--- src/rtl/wdt_keyed_pkg.sv ---
package wdt_keyed_pkg;
  typedef enum logic {
    SEL_CTRL = 1'b0,
    SEL_PROT = 1'b1
  } wdt_sel_e;

  localparam int unsigned DEF_CNT_W  = 10;
  localparam int unsigned DEF_RUN_W  = 4;
  localparam int unsigned DEF_DATA_W = 16;
endpackage

--- src/rtl/wdt_keyed_prot.sv ---
module wdt_keyed_prot #(
  parameter int unsigned DATA_W     = 16,
  parameter logic [DATA_W-1:0] UNLOCK_KEY = 16'h0096
) (
  input  logic              clk,
  input  logic              rst_n,
  input  logic              wr_i,
  input  logic [DATA_W-1:0] data_i,
  output logic              unlocked_o
);
  logic [DATA_W-1:0] prot_q, prot_d;

  always_comb begin
    prot_d = prot_q;
    if (wr_i) prot_d = data_i;
  end

  always_ff @(posedge clk or negedge rst_n) begin
    if (!rst_n) prot_q <= '0;
    else        prot_q <= prot_d;
  end

  assign unlocked_o = (prot_q == UNLOCK_KEY);
endmodule

--- src/rtl/wdt_keyed_ctrl.sv ---
module wdt_keyed_ctrl #(
  parameter int unsigned DATA_W    = 16,
  parameter int unsigned RUN_W     = 4,
  parameter logic [RUN_W-1:0] STOP_CODE = 4'hA
) (
  input  logic              clk,
  input  logic              rst_n,
  input  logic              wr_i,
  input  logic              unlocked_i,
  input  logic [DATA_W-1:0] data_i,
  output logic [RUN_W-1:0]  run_o,
  output logic              running_o,
  output logic              clr_o
);
  localparam int unsigned CLR_BIT = RUN_W;

  logic [RUN_W-1:0] run_q, run_d;
  logic             accept;

  assign accept = wr_i & unlocked_i;

  always_comb begin
    run_d = run_q;
    if (accept) run_d = data_i[RUN_W-1:0];
  end

  always_ff @(posedge clk or negedge rst_n) begin
    if (!rst_n) run_q <= STOP_CODE;
    else        run_q <= run_d;
  end

  assign run_o     = run_q;
  assign running_o = (run_q != STOP_CODE);
  assign clr_o     = accept & data_i[CLR_BIT];
endmodule

--- src/rtl/wdt_keyed_cnt.sv ---
module wdt_keyed_cnt #(
  parameter int unsigned CNT_W = 10
) (
  input  logic             clk,
  input  logic             rst_n,
  input  logic             tick_i,
  input  logic             running_i,
  input  logic             clr_i,
  output logic [CNT_W-1:0] cnt_o,
  output logic             pulse_o
);
  localparam logic [CNT_W-1:0] CNT_MAX = {CNT_W{1'b1}};

  logic [CNT_W-1:0] cnt_q, cnt_d;
  logic             pulse_q, pulse_d;
  logic             step;

  assign step = running_i & tick_i;

  always_comb begin
    cnt_d   = cnt_q;
    pulse_d = 1'b0;
    if (clr_i) begin
      cnt_d = '0;
    end else if (step) begin
      cnt_d   = cnt_q + 1'b1;
      pulse_d = (cnt_q == CNT_MAX);
    end
  end

  always_ff @(posedge clk or negedge rst_n) begin
    if (!rst_n) begin
      cnt_q   <= '0;
      pulse_q <= 1'b0;
    end else begin
      cnt_q   <= cnt_d;
      pulse_q <= pulse_d;
    end
  end

  assign cnt_o   = cnt_q;
  assign pulse_o = pulse_q;
endmodule

--- src/rtl/wdt_keyed.sv ---
module wdt_keyed
  import wdt_keyed_pkg::*;
#(
  parameter int unsigned CNT_W  = DEF_CNT_W,
  parameter int unsigned RUN_W  = DEF_RUN_W,
  parameter int unsigned DATA_W = DEF_DATA_W,
  parameter logic [RUN_W-1:0]  STOP_CODE  = 4'hA,
  parameter logic [DATA_W-1:0] UNLOCK_KEY = 16'h0096
) (
  input  logic              clk,
  input  logic              rst_n,
  input  logic              tick_i,
  input  logic              wr_en_i,
  input  logic              wr_sel_i,
  input  logic [DATA_W-1:0] wr_data_i,
  output logic [DATA_W-1:0] ctrl_rd_o,
  output logic              unlocked_o,
  output logic [CNT_W-1:0]  count_o,
  output logic              rst_req_o
);
  localparam int unsigned PAD_W = DATA_W - RUN_W;

  logic [1:0]       rst_sync_q;
  logic             rst_int_n;
  logic             wr_ctrl, wr_prot;
  logic             unlocked;
  logic [RUN_W-1:0] run_code;
  logic             running;
  logic             clr_hit;

  // asynchronous assertion, synchronous release
  always_ff @(posedge clk or negedge rst_n) begin
    if (!rst_n) rst_sync_q <= 2'b00;
    else        rst_sync_q <= {rst_sync_q[0], 1'b1};
  end
  assign rst_int_n = rst_sync_q[1];

  assign wr_ctrl = wr_en_i & (wdt_sel_e'(wr_sel_i) == SEL_CTRL);
  assign wr_prot = wr_en_i & (wdt_sel_e'(wr_sel_i) == SEL_PROT);

  wdt_keyed_prot #(.DATA_W(DATA_W), .UNLOCK_KEY(UNLOCK_KEY)) u_prot (
    .clk        (clk),
    .rst_n      (rst_int_n),
    .wr_i       (wr_prot),
    .data_i     (wr_data_i),
    .unlocked_o (unlocked)
  );

  wdt_keyed_ctrl #(.DATA_W(DATA_W), .RUN_W(RUN_W), .STOP_CODE(STOP_CODE)) u_ctrl (
    .clk        (clk),
    .rst_n      (rst_int_n),
    .wr_i       (wr_ctrl),
    .unlocked_i (unlocked),
    .data_i     (wr_data_i),
    .run_o      (run_code),
    .running_o  (running),
    .clr_o      (clr_hit)
  );

  wdt_keyed_cnt #(.CNT_W(CNT_W)) u_cnt (
    .clk       (clk),
    .rst_n     (rst_int_n),
    .tick_i    (tick_i),
    .running_i (running),
    .clr_i     (clr_hit),
    .cnt_o     (count_o),
    .pulse_o   (rst_req_o)
  );

  assign ctrl_rd_o  = {{PAD_W{1'b0}}, run_code};
  assign unlocked_o = unlocked;
endmodule

--- config.mk ---
export PLATFORM = sky130hd
export DESIGN_NAME = wdt_keyed
export DESIGN_NICKNAME = d
export VERILOG_FILES = /design/src/rtl/wdt_keyed_pkg.sv /design/src/rtl/wdt_keyed_prot.sv /design/src/rtl/wdt_keyed_ctrl.sv /design/src/rtl/wdt_keyed_cnt.sv /design/src/rtl/wdt_keyed.sv
export SDC_FILE = /design/constraint.sdc
export NUM_CORES = 1
export LEC_CHECK = 0
export BUFFER_PORTS_ARGS = -buffer_cell sky130_fd_sc_hd__buf_2
export CAP_MARGIN = 20
export CORE_UTILIZATION = 50
export CTS_CLUSTER_DIAMETER = 150
export CTS_CLUSTER_SIZE = 8
export DETAILED_ROUTE_END_ITERATION = 10
export GPL_TIMING_DRIVEN = 0
export PLACE_DENSITY = 0.76
export SLEW_MARGIN = 5
export SYNTH_ARGS = -nofsm -noshare
export SYNTH_HDL_FRONTEND = slang
export SYNTH_SLANG_ARGS = --single-unit
--- constraint.sdc ---
create_clock -name clk -period 1.6 [get_ports clk]
set_clock_uncertainty 0.2 [all_clocks]
set_input_delay 0.16 -clock clk [delete_from_list [all_inputs] [get_ports clk]]
set_output_delay 0.16 -clock clk [all_outputs]
set_load 0.02 [all_outputs]
# After elaboration in Yosys (flattened, before gate mapping)
# Index checks and enable logic that the tools add are counted.
classes:
  n_eq_ne: 3
  bitwise: 6
  addsub: 1
  muxes: 4
  n_reduce_logical: 1
op_table:
  columns: ["op", "count"]
  rows:
  - ["10-bit 2-to-1 mux", 2]
  - ["16-bit by 8-bit equality test with 1-bit output, second input constant", 1]
  - ["10-bit by 1-bit adder with 10-bit output, second input constant", 1]
  - ["10-bit equality test, second input constant", 1]
  - ["1-bit bitwise AND", 5]
  - ["4-bit != test, second input constant", 1]
  - ["1-bit 2-to-1 mux", 2]
  - ["2-bit nonzero test", 1]
  - ["1-bit inverter", 1]
word_totals:
  wordCells: 20
  reg_bits: 33

# Depth between registers and ports, before layout
# Gate-level depths: netlist of the first run.
logic_depth:
  ltp_word: 5
  mapped_depth: 5
  depth_no_buf: 5

# Modules after synthesis
# From an unflattened synthesis of the first run, not the netlist that was laid out.
unflattened:
  cells_unflattened: 122
  hier_area_um2: 1575.3
modules_own_cells:
  columns: ["mod", "cells_per_inst", "area_per_inst_um2", "seq_area_each_um2", "n_inst"]
  rows:
  - ["wdt_keyed_prot", 39, 691.9, 400.4, 1]
  - ["wdt_keyed_cnt", 54, 531.8, 275.3, 1]
  - ["wdt_keyed_ctrl", 11, 187.7, 102.6, 1]
  - ["wdt_keyed", 18, 163.9, 50.0, 1]

# Worst setup path after synthesis of the first run
# Ideal clock, no wire load.
synth_timing:
  path_kind: "reg-to-reg"
  startpoint: "register u_prot.prot_q[10]"
  endpoint: "register u_ctrl.run_q[0], in the netlist u_ctrl.run_o[0]"
  slack_ns: -0.353
  path_stages_with_launch: 4
  setup_time_ns: 0.125
  n_path_buf: 0
  arrival_time_ns: 1.628
  path_cell_list: "dfrtp_1 or4_4 nor4b_4 mux2_4"
synth_via:
  elab_chain_len: 2
synth_rtl:
  columns: ["element", "line", "text"]
  rows:
  - ["start: declaration", "wdt_keyed_prot.sv:11", "logic [DATA_W-1:0] prot_q, prot_d;"]
  - ["start signal: assignment", "wdt_keyed_prot.sv:20", "else prot_q <= prot_d;"]
  - ["16-bit by 8-bit equality test with 1-bit output", "wdt_keyed_prot.sv:23", "assign unlocked_o = (prot_q == UNLOCK_KEY);"]
  - ["1-bit bitwise AND", "wdt_keyed_ctrl.sv:20", "assign accept = wr_i & unlocked_i;"]
  - ["end signal: assignment", "wdt_keyed_ctrl.sv:29", "else run_q <= run_d;"]
  - ["end: declaration", "wdt_keyed_ctrl.sv:17", "logic [RUN_W-1:0] run_q, run_d;"]
# No other way between the ends.
# A chain may end at the register's enable or synchronous reset.

# Worst setup path after layout of the first run
layout_timing:
  startpoint: "register u_prot.prot_q[15]"
  endpoint: "register u_ctrl.run_q[2], in the netlist u_ctrl.run_o[2]"
# The elaborated chain is that of the path after synthesis.

==> results of run 1 <==
[final cells by class]
cell class,instances,area [um^2]
Sequential cell,33,828
Multi-Input combinational cell,85,688
Fill cell,191,641
Timing Repair Buffer,61,458
Buffer,15,113
Clock buffer,7,55.1
Tap cell,31,38.8
Inverter,2,7.51
[state kept, by name, summed over array words and instances (netlist names)]
register	count
u_ctrl.run_o	4
rst_sync_q	2
u_cnt.pulse_o	1
u_prot.prot_q	16
u_cnt.cnt_o	10
[cells in the final DEF (no fill, tap or decap), types with 2 or more instances in the layout]
master	n
buf_6	7
dfstp_2	2
nand3_1	2
nor2_2	7
mux2_2	15
conb_1	13
buf_2	35
nor4b_1	2
mux2_4	4
dlygate4sd3_1	18
nor2_1	6
dfrtp_1	31
nor3_1	2
clkbuf_4	5
xnor2_1	7
clkbuf_1	2
inv_1	2
nand2_1	5
buf_4	14
[kinds of logic after synthesis]
group	count (synthesis)	synth area share
flops	33	0.539
compound gates	3	0.0122
mux	20	0.156
buf+inv	17	0.0717
other cells	2	0.00489
fa+ha+maj	1	0.00814
simple gates	40	0.163
xor+xnor	8	0.0456
[worst register-to-register path: stages (launching register included)]
cell	delay, ns
dfrtp_1	0.40
or4_4	0.59
nor4b_4	0.25
buf_6	0.17
mux2_4	0.30
[what timing repair did]
action                                  4_1_cts  5_1_grt
hold endpoints to repair                     23        0
hold buffers                                 18        0
buffers inserted                              5        1
pin swaps                                     4        2
gates resized for setup                       9       10
endpoints found under the setup margin       16       16
cloned                                        0        0
[path summary, 6_finish.rpt]
kind                                    from           endpoint  slack (ns)  cells past startpoint
max                        u_prot.prot_q[15]    u_ctrl.run_o[2]       -0.41                      4
min                            rst_sync_q[1]  u_prot.prot_q[12]        0.01                      0
max reg2reg                u_prot.prot_q[15]    u_ctrl.run_o[2]       -0.41                      4
min reg2reg                    rst_sync_q[1]  u_prot.prot_q[12]        0.01                      0
max in group asynchronous              rst_n      rst_sync_q[1]        0.60                      3
min in group clk                      tick_i     u_cnt.cnt_o[0]        0.03                      4
[power by group]
group          switching (W)  internal [W]  total [W]
combinational       0.000341      0.000332   0.000672
sequential          0.000148      0.000984    0.00113
clock               0.000247      0.000207   0.000454
[synth_stat cells, drive strengths merged, types with 2 or more instances]
cell    number
mux2        19
xnor2        7
nor4         2
nand2        6
nand3        2
nor4b        3
inv          2
nor4bb       2
nor3         3
buf         13
conb         2
dfstp        2
dfrtp       31
nor2        13
clkbuf       2
[metal layers]
layer	vias to the layer above	global-route usage
met1	553	0.234
met5	-	0
met2	42	0.355
li1	560	-
met4	0	0.0801
met3	6	0.0635
[metrics by stage]
| stage | setup TNS, ns | setup WS, ns |
|---|---|---|
| 2_1_floorplan | -2.46 | -0.352 |
| 3_3_place_gp | -3.74 | -0.448 |
| 3_5_place_dp | -4.49 | -0.473 |
| 4_1_cts | -4.33 | -0.425 |
| 5_1_grt | -5.18 | -0.439 |
| 6_report | -4.75 | -0.410 |
==> flow_summary.ini, run 1 <==
[run_status]
status = finished with violations
violations = DRC, setup timing

[floorplan]
core_area_um2 = 2830
die_area_um2 = 3300
placementRows = 19
initial_utilization = 0.543
chipHeight_um = 57.4
ios = 49
die_w_um = 57.4

[sta]
layout_min_cycle_time_ns = 2.01
hold_slack_ns = 0.00999
rsz0062_at_grt = true
max_freq_mhz = 497
finalSetupViolCount = 16
relSlewSlack = 0.662
period_share = 1.26
final-hold-violation-count = 0
fin_ws_ns = -0.410
slew_violations = 0
tightest_slew_ns = 0.507

[worst_hold_path]
hp-class = flip-flop to asynchronous set/reset pin

[critical_path]
cp-end-kind = flip-flop
path_delay_family = simple AND/OR/NAND/NOR gates
critPathArrivalTime_ns = 2.01
cp_data_required_time_ns = 1.60
slowest_delay_ns = 0.58
crit_chain = or4_4 > nor4b_4 > buf_6 > mux2_4
crit_type = flip-flop to flip-flop
start_kind = flip-flop
crit_fanout = 5
path_buf_inv = 1
crit_slowest_cell = or4_4

[final_layout]
post-route-util = 0.774
n_antenna_cell = 0
final_nets = 225
area_growth_pct = 42.4
fin_area_um2 = 2190
fin_cells = 234
drive_above_1_share = 0.483

[yosys]
yosysUniqueCellTypes = 34
syn_area_um2 = 1540
ys_top_cells_by_area = dfrtp_1, mux2_2, buf_4
synthArstFlopShare = 1.00
synth_edf_count = 0
syn_avg_cell_area_um2 = 12.4
yosysTopAreaCell = dfrtp_1
seq_area_frac_synth = 0.539
yosys.area.top_type_share = 0.505
syn-instance-count = 124
synth_ff_type = dfrtp_1
synth_warnings = 0
ys_seq_elements = 33

[routing]
ant_nets = 0
met3_length_um = 164
drc = 4
routed_via_density = 4.96
drt_iter0_markers = 22
topRoutingLayerUsed = met4
routedWlPerCell_um = 13.0
num_vias = 1161
finalWirelength_um = 3040
firstDrtPassIters = 7
wl_met2_um = 1640
wl_met1_um = 1180

[global_route]
antenna_found_initial = 0
grt_pass1_vias = 1144
grt_max_degree = 22
grt_pass1_wl_um = 4950
grt_overflow_total = 0
grtUsageTotal = 0.204

[clock_tree]
cts_buffers = 5
cts.sinks = 33
htreeDepth = 2
root_buffer = clkbuf_4
clk_pin_slew_ns = 0.09
clk_latency_ns = 0.32
cts_buffer_depth = 2
cts_tree = done

[pwr]
p_per_area_nw_per_um2 = 1030
p_leak_nw = 1.07
finalPower_w = 0.00226
ir_worst_vdd_mv = 0.751

[place]
dp_cells = 203
dp_hpwl_um = 2120
place_area_um2 = 1840
gp_congestion = 0.744
port_buffers = 36

[flow_run]
maxCapViolations = 0
Power figures use the tool's default switching activity.
==> run 2, diff against run 1 <==
Clock period 1.6 ns to 2.28 ns, I/O delays scaled along.
==> flow_summary.ini, run 2 (same netlist as run 1, synthesis figures left out) <==
[sta]
period_share = 0.916
finalSetupViolCount = 0
final-hold-violation-count = 0
relSlewSlack = 0.664
max_freq_mhz = 479
layout_min_cycle_time_ns = 2.09
fin_setup_tns_ns = 0
rsz0062_at_grt = false
slew_violations = 0
hold_slack_ns = 0.0912
tightest_slew_ns = 0.505

[routing]
firstDrtPassIters = 7
num_vias = 1156
routedWlPerCell_um = 13.0
ant_nets = 0
routed_via_density = 5.00
finalWirelength_um = 3010
drc = 4
drt_iter0_markers = 30

[clock_tree]
htreeDepth = 2
clk_latency_ns = 0.32
cts.repair.resized = 0
postCtsSetupBuffers = 0
cts_tree = done
cts.sinks = 33
clk_pin_slew_ns = 0.10
hold_buffers = 20
root_buffer = clkbuf_4
cts_buffer_depth = 2
cts_buffers = 5

[critical_path]
critPathArrivalTime_ns = 2.11
rrSetupSlack_ns = 0.19
r2r-start = u_prot.prot_q[3]
cp-end-kind = flip-flop
start_kind = flip-flop
critPathLaunch = u_prot.prot_q[3]
cp_data_required_time_ns = 2.30
crit_type = flip-flop to flip-flop
r2r-end = u_ctrl.run_o[0]
crit_end = u_ctrl.run_o[0]
r2r_cells = 4
crit_fanout = 5

[final_layout]
layout_commonest_cell = buf_2
largest_reg_flops = 16
final_nets = 221
drive_above_1_share = 0.410
area_growth_pct = 36.3
n_antenna_cell = 0
post-route-util = 0.740
top_register = u_prot.prot_q
fin_cells = 231
mostFrequentLayoutCells = buf_2, dfrtp_1, dlygate4sd3_1

[place]
dp_hpwl_um = 2030
dp_cells = 203
gp_congestion = 0.715
port_buffers = 36

[worst_hold_path]
hp-class = flip-flop to asynchronous set/reset pin

[run_status]
status = finished with violations
violations = DRC

[floorplan]
core_area_um2 = 2830
ios = 49
chipHeight_um = 57.4
placementRows = 19
die_area_um2 = 3300
initial_utilization = 0.543
die_w_um = 57.4

[global_route]
grt_overflow_total = 0
grtUsageTotal = 0.214
grt_max_degree = 24
antenna_found_initial = 0
grt_pass1_wl_um = 5210
grt_pass1_vias = 1186

[pwr]
p_per_area_nw_per_um2 = 761
finalPower_w = 0.00159
ir_worst_vdd_mv = 0.427
p_leak_nw = 1.04

[flow_run]
maxCapViolations = 0
==> run 2: cell types whose count changed in the layout (fill, tap and decap cells not counted), moves of 2 or more <==
| cell | delta |
|---|---|
| buf_2 | +2 |
| nor2_1 | +7 |
| buf_6 | -7 |
| nor2_2 | -7 |
| dlygate4sd3_1 | +2 |
| buf_4 | -2 |
==> run 2: worst min path at each step <==
stage,endpoint,cells past startpoint,slack (ns)
finish,u_cnt.cnt_o[6],1,0.09
global route,u_cnt.cnt_o[0],4,0.11
CTS,u_cnt.cnt_o[0],4,0.09
detailed placement,rst_sync_q[1],1,-0.19
global placement,rst_sync_q[0],1,-0.19
floorplan,rst_sync_q[0],0,-0.27
==> run 2: power by group <==
part	total, W	switching, W	internal [W]
Combinational	0.000439	0.000228	0.000211
Sequential	0.000787	0.0000963	0.000691
Clock	0.000367	0.000188	0.000179
==> run 2: cell type report <==
class	count	area, um^2
Tap cell	31	38.8
Clock inverter	1	5.00
Clock buffer	7	65.1
Buffer	15	103
Fill cell	204	734
Inverter	2	7.51
Sequential cell	33	828
Multi-Input combinational cell	85	639
Timing Repair Buffer	57	408
==> run 2: worst max-delay path: stages, from the launching register on <==
cell and delay (ns):
dfrtp_1 0.40, nor4bb_1 0.38, nand2_2 0.14, nor4b_4 0.53, mux2_4 0.34
==> run 2: through the flow <==
step,setup slack (ns),area (um^2)
2_1_floorplan,0.327,1580
3_3_place_gp,0.252,1800
3_5_place_dp,0.212,1820
4_1_cts,0.191,2090
5_1_grt,0.0739,2090
6_report,0.192,2090
==> run 2: layer usage <==
| metal | track usage | part of all wire | up-vias | routed length (um) |
|---|---|---|---|---|
| li1 | - | - | 552 | - |
| met1 | 0.226 | 0.38 | 553 | 1160 |
| met2 | 0.380 | 0.53 | 45 | 1590 |
| met3 | 0.0839 | 0.068 | 6 | 204 |
| met4 | 0.0836 | 0.018 | 0 | 55 |
| met5 | 0 | 0 | - | 0 |
==> run 3, diff against run 2 <==
Settings changed: ABC_AREA from default to 1, CORE_UTILIZATION 50 to 53, PLACE_DENSITY 0.76 to 0.78.
Clock period 2.28 ns to 2.5 ns, I/O delays scaled along.
==> flow_summary.ini, run 3 <==
[yosys]
syn-instance-count = 190
yosysTopAreaCell = dfrtp_1
synth_warnings = 0
synth_ff_type = dfrtp_1
synth_edf_count = 0
syn_area_um2 = 1700
syn_avg_cell_area_um2 = 8.95
yosys.area.top_type_share = 0.456
synth_commonest_cells = nand2_1, dfrtp_1, nor2_1, inv_1, buf_4
yosysUniqueCellTypes = 28
synthArstFlopShare = 1.00
ys_seq_elements = 33
synth.most_common_cell = nand2_1
ys_top_cells_by_area = dfrtp_1, nand2_1, mux2_1
seq_area_frac_synth = 0.487

[final_layout]
multi_input_area_um2 = 721
fillers = 244
fin_area_um2 = 2220
final_nets = 283
fin_cells = 306
seq_area_um2 = 828
layout_commonest_cell = nand2_1
largest_reg_flops = 16
mostFrequentLayoutCells = nand2_1, buf_2, dfrtp_1
n_antenna_cell = 0
area_growth_pct = 30.5
top_register = u_prot.prot_q
drive_above_1_share = 0.317

[critical_path]
crit_fanout = 3
cp_data_required_time_ns = 2.05
critPathArrivalTime_ns = 1.49
r2r_cells = 6
start_kind = flip-flop
crit_chain = nor2_1 > nand2_1 > nor4_1 > buf_2
rrSetupSlack_ns = 1.01
r2r-end = u_cnt.cnt_o[1]
crit_slowest_cell = dfrtp_1
crit_type = flip-flop to output pin
slowest_delay_ns = 0.40
r2r-start = u_prot.prot_q[15]
path_delay_family = simple AND/OR/NAND/NOR gates
cp-end-kind = output pin
path_buf_inv = 1

[pwr]
finalPower_w = 0.00168
p_leak_nw = 1.15
ir_worst_vdd_mv = 0.458
p_per_area_nw_per_um2 = 759

[routing]
routedWlPerCell_um = 10.9
drt_iter0_markers = 40
firstDrtPassIters = 4
finalWirelength_um = 3350
ant_nets = 0
num_vias = 1386
routed_via_density = 4.53
drc = 0

[floorplan]
ios = 49
initial_utilization = 0.557
die_area_um2 = 3440
placementRows = 20
die_w_um = 58.6
core_area_um2 = 3050
chipHeight_um = 58.6

[sta]
layout_min_cycle_time_ns = 1.94
finalSetupViolCount = 0
slew_violations = 0
tightest_slew_ns = 0.735
final-hold-violation-count = 0
period_share = 0.776
fin_setup_tns_ns = 0
relSlewSlack = 0.510
max_freq_mhz = 516
rsz0062_at_grt = false

[global_route]
grt_overflow_total = 0
antenna_found_initial = 0
grtUsageTotal = 0.234
grt_max_degree = 17
grt_pass1_vias = 1417
grt_pass1_wl_um = 5890

[run_status]
status = finished, final reports clean

[clock_tree]
postCtsSetupBuffers = 0
htreeDepth = 2
cts_tree = done
cts_buffer_depth = 2
hold_buffers = 16
cts.sinks = 33
clk_latency_ns = 0.34
root_buffer = clkbuf_4
clk_pin_slew_ns = 0.10
cts_buffers = 5
cts.repair.resized = 0

[flow_run]
maxCapViolations = 0

[place]
dp_cells = 282
dp_hpwl_um = 2380
port_buffers = 36
place_area_um2 = 2000
gp_congestion = 0.845

[worst_hold_path]
hp-class = input port to asynchronous set/reset pin
==> run 3: area by class of cell <==
| type | count | area share |
|---|---|---|
| multi-input combinational | 131 | 0.325 |
| sequential | 33 | 0.373 |
| inverter | 22 | 0.0372 |
| clock buffer | 5 | 0.0169 |
| tap | 44 | 0.0248 |
| timing repair buffer | 53 | 0.166 |
| buffer | 15 | 0.0496 |
| clock inverter | 3 | 0.00789 |
==> run 3: through the flow <==
step                 util  hold slack [ns]  worst slack [ns]
CTS                 0.727          0.00574             0.509
global placement    0.648           -0.164             0.937
global route        0.727           0.0249             0.433
floorplan               -           -0.246             0.781
finish              0.727           0.0186             0.561
detailed placement  0.657           -0.163             0.917
==> run 3: logic make-up (layout without fill, tap and decap cells) <==
group                      Yosys count  in the layout  share of synthesized area
and+or+nand+nor                     94             94                      0.277
buffers and inverters               37             98                      0.113
DFF                                 33             33                      0.487
AOI/OAI and AO/OA                   11             11                     0.0324
muxes                               11             11                     0.0728
other                                2             13                    0.00442
adders and majority gates            1              1                    0.00736
xor gates and xnor gates             1              1                    0.00515
==> run 3: routing by layer <==
metal | routed length (um) | share of wire | vias to the layer above | GRT usage
li1 | - | - | 716 | -
met1 | 1470 | 0.44 | 626 | 0.277
met2 | 1680 | 0.50 | 37 | 0.412
met3 | 136 | 0.041 | 7 | 0.0484
met4 | 55 | 0.016 | 0 | 0.105
met5 | 0 | 0 | - | 0
==> run 3: report_power, final <==
part	switching (W)	total, W	internal [W]
Sequential	0.000111	0.000759	0.000648
Combinational	0.000391	0.000629	0.000239
Clock	0.000189	0.000295	0.000106
==> run 3: worst max-delay path by stage <==
| stage | from | end | slack (ns) | cells after the start |
|---|---|---|---|---|
| finish | u_prot.prot_q[15] | unlocked_o | 0.56 | 4 |
| detailed placement | u_prot.prot_q[13] | unlocked_o | 0.92 | 4 |
| global placement | u_prot.prot_q[13] | unlocked_o | 0.94 | 4 |
| CTS | u_prot.prot_q[15] | unlocked_o | 0.51 | 4 |
| floorplan | u_prot.prot_q[15] | unlocked_o | 0.78 | 3 |
| global route | u_prot.prot_q[15] | unlocked_o | 0.43 | 4 |
==> run 3: worst register-to-register path: stages, from the launching register on <==
cell	delay [ns]
dfrtp_1	0.40
nor2_1	0.12
nand2_1	0.11
nor2_2	0.21
nand3_4	0.16
nor2_4	0.14
a21oi_1	0.05
